===== src/rtl/intc_pkg.sv =====
package intc_pkg;
  localparam int MAX_SRC  = 15;
  localparam int GIE_BIT  = 31;
  localparam int EN_LSB   = 16;
  localparam int ANY_BIT  = 15;
endpackage


===== src/rtl/intc_pending.sv =====
module intc_pending #(
  parameter int NSRC = 15
) (
  input  logic            clk,
  input  logic            rst_n,
  input  logic [NSRC-1:0] src,
  input  logic [NSRC-1:0] ack_mask,
  output logic [NSRC-1:0] pending
);
  // a new arrival overrides an acknowledge in the same cycle
  always_ff @(posedge clk or negedge rst_n) begin
    if (!rst_n) pending <= '0;
    else        pending <= (pending & ~ack_mask) | src;
  end

  AST_ARRIVAL_LATCHES: assert property (@(posedge clk) disable iff (!rst_n)
    (src != '0) |=> ((pending & $past(src)) == $past(src)));
  AST_NO_SPURIOUS: assert property (@(posedge clk) disable iff (!rst_n)
    1'b1 |=> ((pending & ~$past(pending) & ~$past(src)) == '0));
  AST_ACK_CLEARS: assert property (@(posedge clk) disable iff (!rst_n)
    (ack_mask != '0) |=> ((pending & $past(ack_mask & ~src)) == '0));
endmodule


===== src/rtl/intc_enable.sv =====
module intc_enable #(
  parameter int NSRC = 15
) (
  input  logic            clk,
  input  logic            rst_n,
  input  logic            wr,
  input  logic            gie_in,
  input  logic            en_wr,
  input  logic [NSRC-1:0] en_in,
  output logic [NSRC-1:0] en,
  output logic            gie
);
  always_ff @(posedge clk or negedge rst_n) begin
    if (!rst_n) begin
      en  <= '0;
      gie <= 1'b0;
    end else if (wr) begin
      gie <= gie_in;
      if (en_wr) en <= en_in;
    end
  end

  AST_GIE_ON_WRITE: assert property (@(posedge clk) disable iff (!rst_n)
    wr |=> (gie == $past(gie_in)));
  AST_EN_HOLD: assert property (@(posedge clk) disable iff (!rst_n)
    !(wr && en_wr) |=> $stable(en));
endmodule


===== src/rtl/intc_ack.sv =====
module intc_ack
  import intc_pkg::*;
#(
  parameter int          NSRC     = 15,
  parameter int          AW       = 16,
  parameter logic [15:0] REG_ADDR = 16'h0400
) (
  input  logic          clk,
  input  logic          rst_n,
  input  logic          bus_wr,
  input  logic [AW-1:0] bus_addr,
  input  logic [31:0]   bus_wdata,
  output logic [31:0]   bus_rdata,
  input  logic [NSRC-1:0] irq_src,
  output logic          cpu_irq
);
  localparam int PAD = MAX_SRC - NSRC;

  logic            reg_wr;
  logic [NSRC-1:0] ack_mask;
  logic [NSRC-1:0] pending;
  logic [NSRC-1:0] en;
  logic            gie;
  logic [MAX_SRC-1:0] pend_w;
  logic [MAX_SRC-1:0] en_w;

  assign reg_wr   = bus_wr && (bus_addr == REG_ADDR[AW-1:0]);
  assign ack_mask = reg_wr ? bus_wdata[NSRC-1:0] : '0;

  intc_pending #(.NSRC(NSRC)) i_pending (
    .clk(clk), .rst_n(rst_n), .src(irq_src),
    .ack_mask(ack_mask), .pending(pending)
  );

  intc_enable #(.NSRC(NSRC)) i_enable (
    .clk(clk), .rst_n(rst_n), .wr(reg_wr),
    .gie_in(bus_wdata[GIE_BIT]), .en_wr(bus_wdata[ANY_BIT]),
    .en_in(bus_wdata[EN_LSB +: NSRC]), .en(en), .gie(gie)
  );

  generate
    if (PAD > 0) begin : g_pad
      assign pend_w = {{PAD{1'b0}}, pending};
      assign en_w   = {{PAD{1'b0}}, en};
    end else begin : g_full
      assign pend_w = pending;
      assign en_w   = en;
    end
  endgenerate

  assign bus_rdata = {gie, en_w, |pend_w, pend_w};
  assign cpu_irq   = gie && ((pending & en) != '0);

  AST_IRQ_GATED: assert property (@(posedge clk) disable iff (!rst_n)
    cpu_irq |-> (bus_rdata[GIE_BIT] && bus_rdata[ANY_BIT]));
  AST_FOREIGN_WRITE: assert property (@(posedge clk) disable iff (!rst_n)
    (bus_wr && !reg_wr && irq_src == '0) |=> $stable(bus_rdata));
endmodule


===== config.mk =====
export PLATFORM = sky130hd
export DESIGN_NAME = intc_ack
export DESIGN_NICKNAME = d
export VERILOG_FILES = /design/src/rtl/intc_pkg.sv /design/src/rtl/intc_pending.sv /design/src/rtl/intc_enable.sv /design/src/rtl/intc_ack.sv
export SDC_FILE = /design/constraint.sdc
export NUM_CORES = 1
export LEC_CHECK = 0
export CAP_MARGIN = 20
export CORE_MARGIN = 1
export CORE_UTILIZATION = 62
export CTS_CLUSTER_SIZE = 16
export DETAILED_ROUTE_END_ITERATION = 6
export DONT_BUFFER_PORTS = 1
export GPL_ROUTABILITY_DRIVEN = 0
export PLACE_DENSITY = 0.78
export SYNTH_ARGS = -nofsm -noshare
export SYNTH_HDL_FRONTEND = slang
export SYNTH_HIERARCHICAL = 1
export SYNTH_SLANG_ARGS = --single-unit

===== constraint.sdc =====
create_clock -name clk -period 1.4 [get_ports clk]
set_input_delay 0.21 -clock clk [delete_from_list [all_inputs] [get_ports clk]]
set_output_delay 0.21 -clock clk [all_outputs]
set_load 0.01 [all_outputs]

After elaboration in Yosys (flattened, before gate mapping)

Index checks and enable logic that the tools add are counted.

Register bits after elaboration: 31
Output and inout port bits: 33
Word-level logic and storage cells: 14

Equality and inequality tests: 1
Mux-type cells: 1
Bitwise operators: 4
Reduce and logical (&&, ||, !) cells: 5

Operator list:

| kind                                             | number |
|---|---|
| AND 15 bit                                       | 2 |
| == test 16 x 11 -> 1 bit (second input constant) | 1 |
| 2-to-1 mux 15 bit                                | 1 |
| NOT 15 bit                                       | 1 |
| bitwise OR 15 bit                                | 1 |
| nonzero test 15 bit                              | 1 |
| OR reduction 15 bit                              | 1 |
| logical AND 1 bit                                | 2 |
| AND reduction 2 bit                              | 1 |

Logic depth before layout (Yosys ltp)

Depth in word-level cells: 6
Depth in mapped cells: 7

Modules after synthesis

The synthesis kept the hierarchy.

Modules (own cells, without submodules):

| module       | instances | cells an instance | area each (sq um) | sequential area each (sq um) |
|---|---|---|---|---|
| intc_enable  | 1         | 34                | 649.4             | 400.4 |
| intc_pending | 1         | 45                | 544.3             | 375.4 |
| intc_ack     | 1         | 56                | 414.1             | 0.0 |

Worst setup path before layout

OpenSTA, ideal clock, no wires.

Path kind: input -> register
Start: input bus_addr[14]
End: register i_enable.en[10]
Data arrival time: 1668 ps
Required time: 1275 ps
Setup slack: -393 ps
Stages: 7
Cell sequence: or3b_1 clkbuf_1 buf_4 nor2_1 nand2_4 buf_12 mux2_4

Cells in the longest elaborated chain, start to end: 3

RTL lines:

| what                                 | RTL line          | RTL |
|---|---|---|
| from (decl)                          | intc_ack.sv:11    | `input logic [AW-1:0] bus_addr,` |
| == test 16 x 11 -> 1 bit             | intc_ack.sv:27    | `assign reg_wr = bus_wr && (bus_addr == REG_ADDR[AW-1:0]);` |
| logical AND 1 bit                    | intc_ack.sv:27    |  |
| via reg_wr                           | intc_ack.sv:19    | `logic reg_wr;` |
| AND reduction 2 bit (no source line) | --                |  |
| to (signal assigned)                 | intc_enable.sv:19 | `if (en_wr) en <= en_in;` |
| to (decl)                            | intc_enable.sv:10 | `output logic [NSRC-1:0] en,` |

The timed path passes the listed nets, and every way through them passes these cells.
A chain may end at the register's enable or synchronous reset.

Final worst setup path

Start: register i_pending.pending[4]
End: output cpu_irq

Cells in the longest elaborated chain, start to end: 3

RTL lines:

| what                   | RTL line           | RTL |
|---|---|---|
| from (decl)            | intc_pending.sv:8  | `output logic [NSRC-1:0] pending` |
| from (signal assigned) | intc_pending.sv:13 | `else pending <= (pending & ~ack_mask) \| src;` |
| AND 15 bit             | intc_ack.sv:52     | `assign cpu_irq = gie && ((pending & en) != '0);` |
| nonzero test 15 bit    | intc_ack.sv:52     |  |
| logical AND 1 bit      | intc_ack.sv:52     |  |
| to (decl)              | intc_ack.sv:15     | `output logic cpu_irq` |

No other way between the ends.

==> flow_summary.yaml <==
global_route:
  grt_pass1_vias: 1169
  track_usage_pct: 28.6
  antenna_found_initial: 0
  grt_overflow: 0
  grt_pass1_wl_microns: 5440
  grt_max_degree: 32
job:
  drv_cap: 0
synth:
  ys_async_sr_fraction_pct: 100
  syn_inst: 135
  synth_seq_cells: 31
  yosysMostFrequentCell: "dfrtp_1"
  syn_nets: 201
  syn_area_sq_um: 1610
  yosys_warnings: 6
  ys_types: 23
  synth-edff-count: 0
  synth_flop_cell: "dfrtp_1"
  yosysSeqAreaShare_pct: 48.2
  avgSynthCellArea_sq_um: 11.9
  synth_top_area_share_pct: 48.2
  synthTopCellsByCount: "dfrtp_1, inv_1, a21o_1, mux2_4, nor3_2"
  synth_area_leaders: "dfrtp_1, mux2_4, a21o_1"
  yosys.area.top_type: "dfrtp_1"
cts:
  clkLatencyLatePin_ps: 330
  clock-sinks: 31
  cts_made_buffers: 5
  clockRootBuffer: "clkbuf_4"
  cts.clk_slew.worst_paths_ps: 100
  cts_tree: "yes"
  clockBufferDepth: 2
  htreeDepth: 2
timing:
  hold_violations: 0
  fin_setup_tns_ps: -390
  fin_crit_sh_pct: 119
  setup_slack_ps: -265
  final-setup-viol-count: 2
  clock_skew_ps: 0
  grt_setup_unrepaired: "yes"
  tightest_slew_ps: 283
  maxSlewHeadroom_pct: 81.1
  fin_crit_ps: 1660
  maxSlewViolCount: 0
  fmax_mhz: 601
drt:
  first_pass_iters: 6
  ant_nets: 0
  drc_errors: 0
  wl_microns: 3980
  num_vias: 1186
  routedWlPerCell_microns: 19.8
  vias_per_cell: 5.90
  drtIter0Drc: 13
floorplan:
  die_y_microns: 52.9
  start_util_pct: 65.5
  io-pin-count: 99
  die_x_microns: 52.9
  core-area_sq_um: 2450
  row_count: 18
  die_area_sq_um: 2800
critical_path:
  crit_type: "reg2out"
  required_ps: 1190
  crit_fanout: 4
  reg2reg_slack_ps: 450
  arrival_ps: 1450
  crit_path_start_kind: "register"
  endpoint_kind: "primary output"
finish:
  layout-drive-gt1-share_pct: 33.9
  fill_cells: 141
  fin_nets: 236
  final_cells: 201
  diodes: 0
  area_growth_pct: 26.1
status:
  violations: "setup timing"
  status: "finished, violations left"
placement:
  io_buffers: 0
  placedCellCount: 167
  dp_hpwl_microns: 2570
power:
  p_leak_nw: 0.852
  ir_worst_vdd_uv: 959
  p_per_area_nw_per_um2: 858
min_path:
  hp-class: "in2reg"
## cells by family (layout without fill, tap and decap cells)
family | Yosys count | after routing | synth area share, %
buffers and inverters | 35 | 71 | 10.1
flip-flops | 31 | 31 | 48.2
AND/OR/NAND/NOR | 30 | 30 | 17.2
AO/OA/AOI/OAI | 23 | 23 | 10.9
multiplexers | 16 | 16 | 13.5
## layout by cell type, fill, tap and decap left out, drive strengths merged
cell / n
bufinv: 1
or3b: 1
nor2: 2
clkinv: 1
nand3: 1
nor3: 16
o21a: 1
dlygate4sd3: 22
buf: 11
a22oi: 6
nand4: 3
a21o: 15
nand2: 1
clkbuf: 6
a222oi: 1
mux2: 16
nor4b: 1
inv: 30
dfrtp: 31
nor4: 5
## registers in the layout, summed over array words and instances (netlist names)
signal	count
i_enable/gie	1
i_pending/pending	15
i_enable/en	15
## cell type report
type / instances / area (sq um) / share of cell area (%)
multi-input cells: 69 / 694 / 34.2
inverters: 30 / 113 / 5.55
repair buffers: 33 / 315 / 15.5
clock buffers: 6 / 51.3 / 2.53
flip-flops and latches: 31 / 782 / 38.6
clock inverters: 2 / 35.0 / 1.73
well taps: 30 / 37.5 / 1.85
## stage by stage
stage / cell area [sq um] / worst slack [ps] / hold slack (ps) / util (%) / total power, W
5_1_grt: 2030 / -321 / 3.12 / 82.6 / 0.00181
3_3_place_gp: 1660 / -32.9 / -85.1 / 67.4 / 0.000944
3_5_place_dp: 1660 / -93.6 / -85.0 / 67.4 / 0.000945
4_1_cts: 1950 / -268 / 9.50 / 79.5 / 0.00173
6_report: 2030 / -265 / 19.3 / 82.6 / 0.00174
2_1_floorplan: 1620 / -231 / -85.6 / - / 0.000944
## final timing paths
kind	cells past startpoint	endpoint	startpoint
max reg2reg	2	i_enable/en[4]	i_enable/en[4]
max in group asynchronous	2	i_pending/pending[8]	rst_n
min reg2reg	1	i_pending/pending[3]	i_pending/pending[3]
max	3	cpu_irq	i_pending/pending[4]
min	1	i_enable/gie	bus_wdata[31]
min in group asynchronous	2	i_enable/en[14]	rst_n
## report_power, final
part | switching [W] | leakage, nW | internal (W)
Combinational | 0.0000477 | 0.452 | 0.0000609
Clock | 0.000315 | 0.0482 | 0.000422
Sequential | 0.000000147 | 0.352 | 0.000895
Total | 0.000363 | 0.852 | 0.00138
## critical path, stage by stage (launching register included)
cell and delay [ps]:
dfrtp_1 440, a222oi_1 330, nand3_1 120, o21a_1 230
## layer usage
layer	GRT usage (%)	wire length (microns)
met1	31.0	1440
met2	49.4	2190
met3	11.5	305
met4	11.0	42
met5	0	0
## what timing repair did
item,CTS,global route
endpoints found under the hold margin,46,6
hold buffers,17,6
setup buffers,2,1
pin swaps,2,1
cloned,0,0
resized for setup,4,4
endpoints found under the setup margin,2,2
Note: power is estimated with default switching activity, not from simulation.
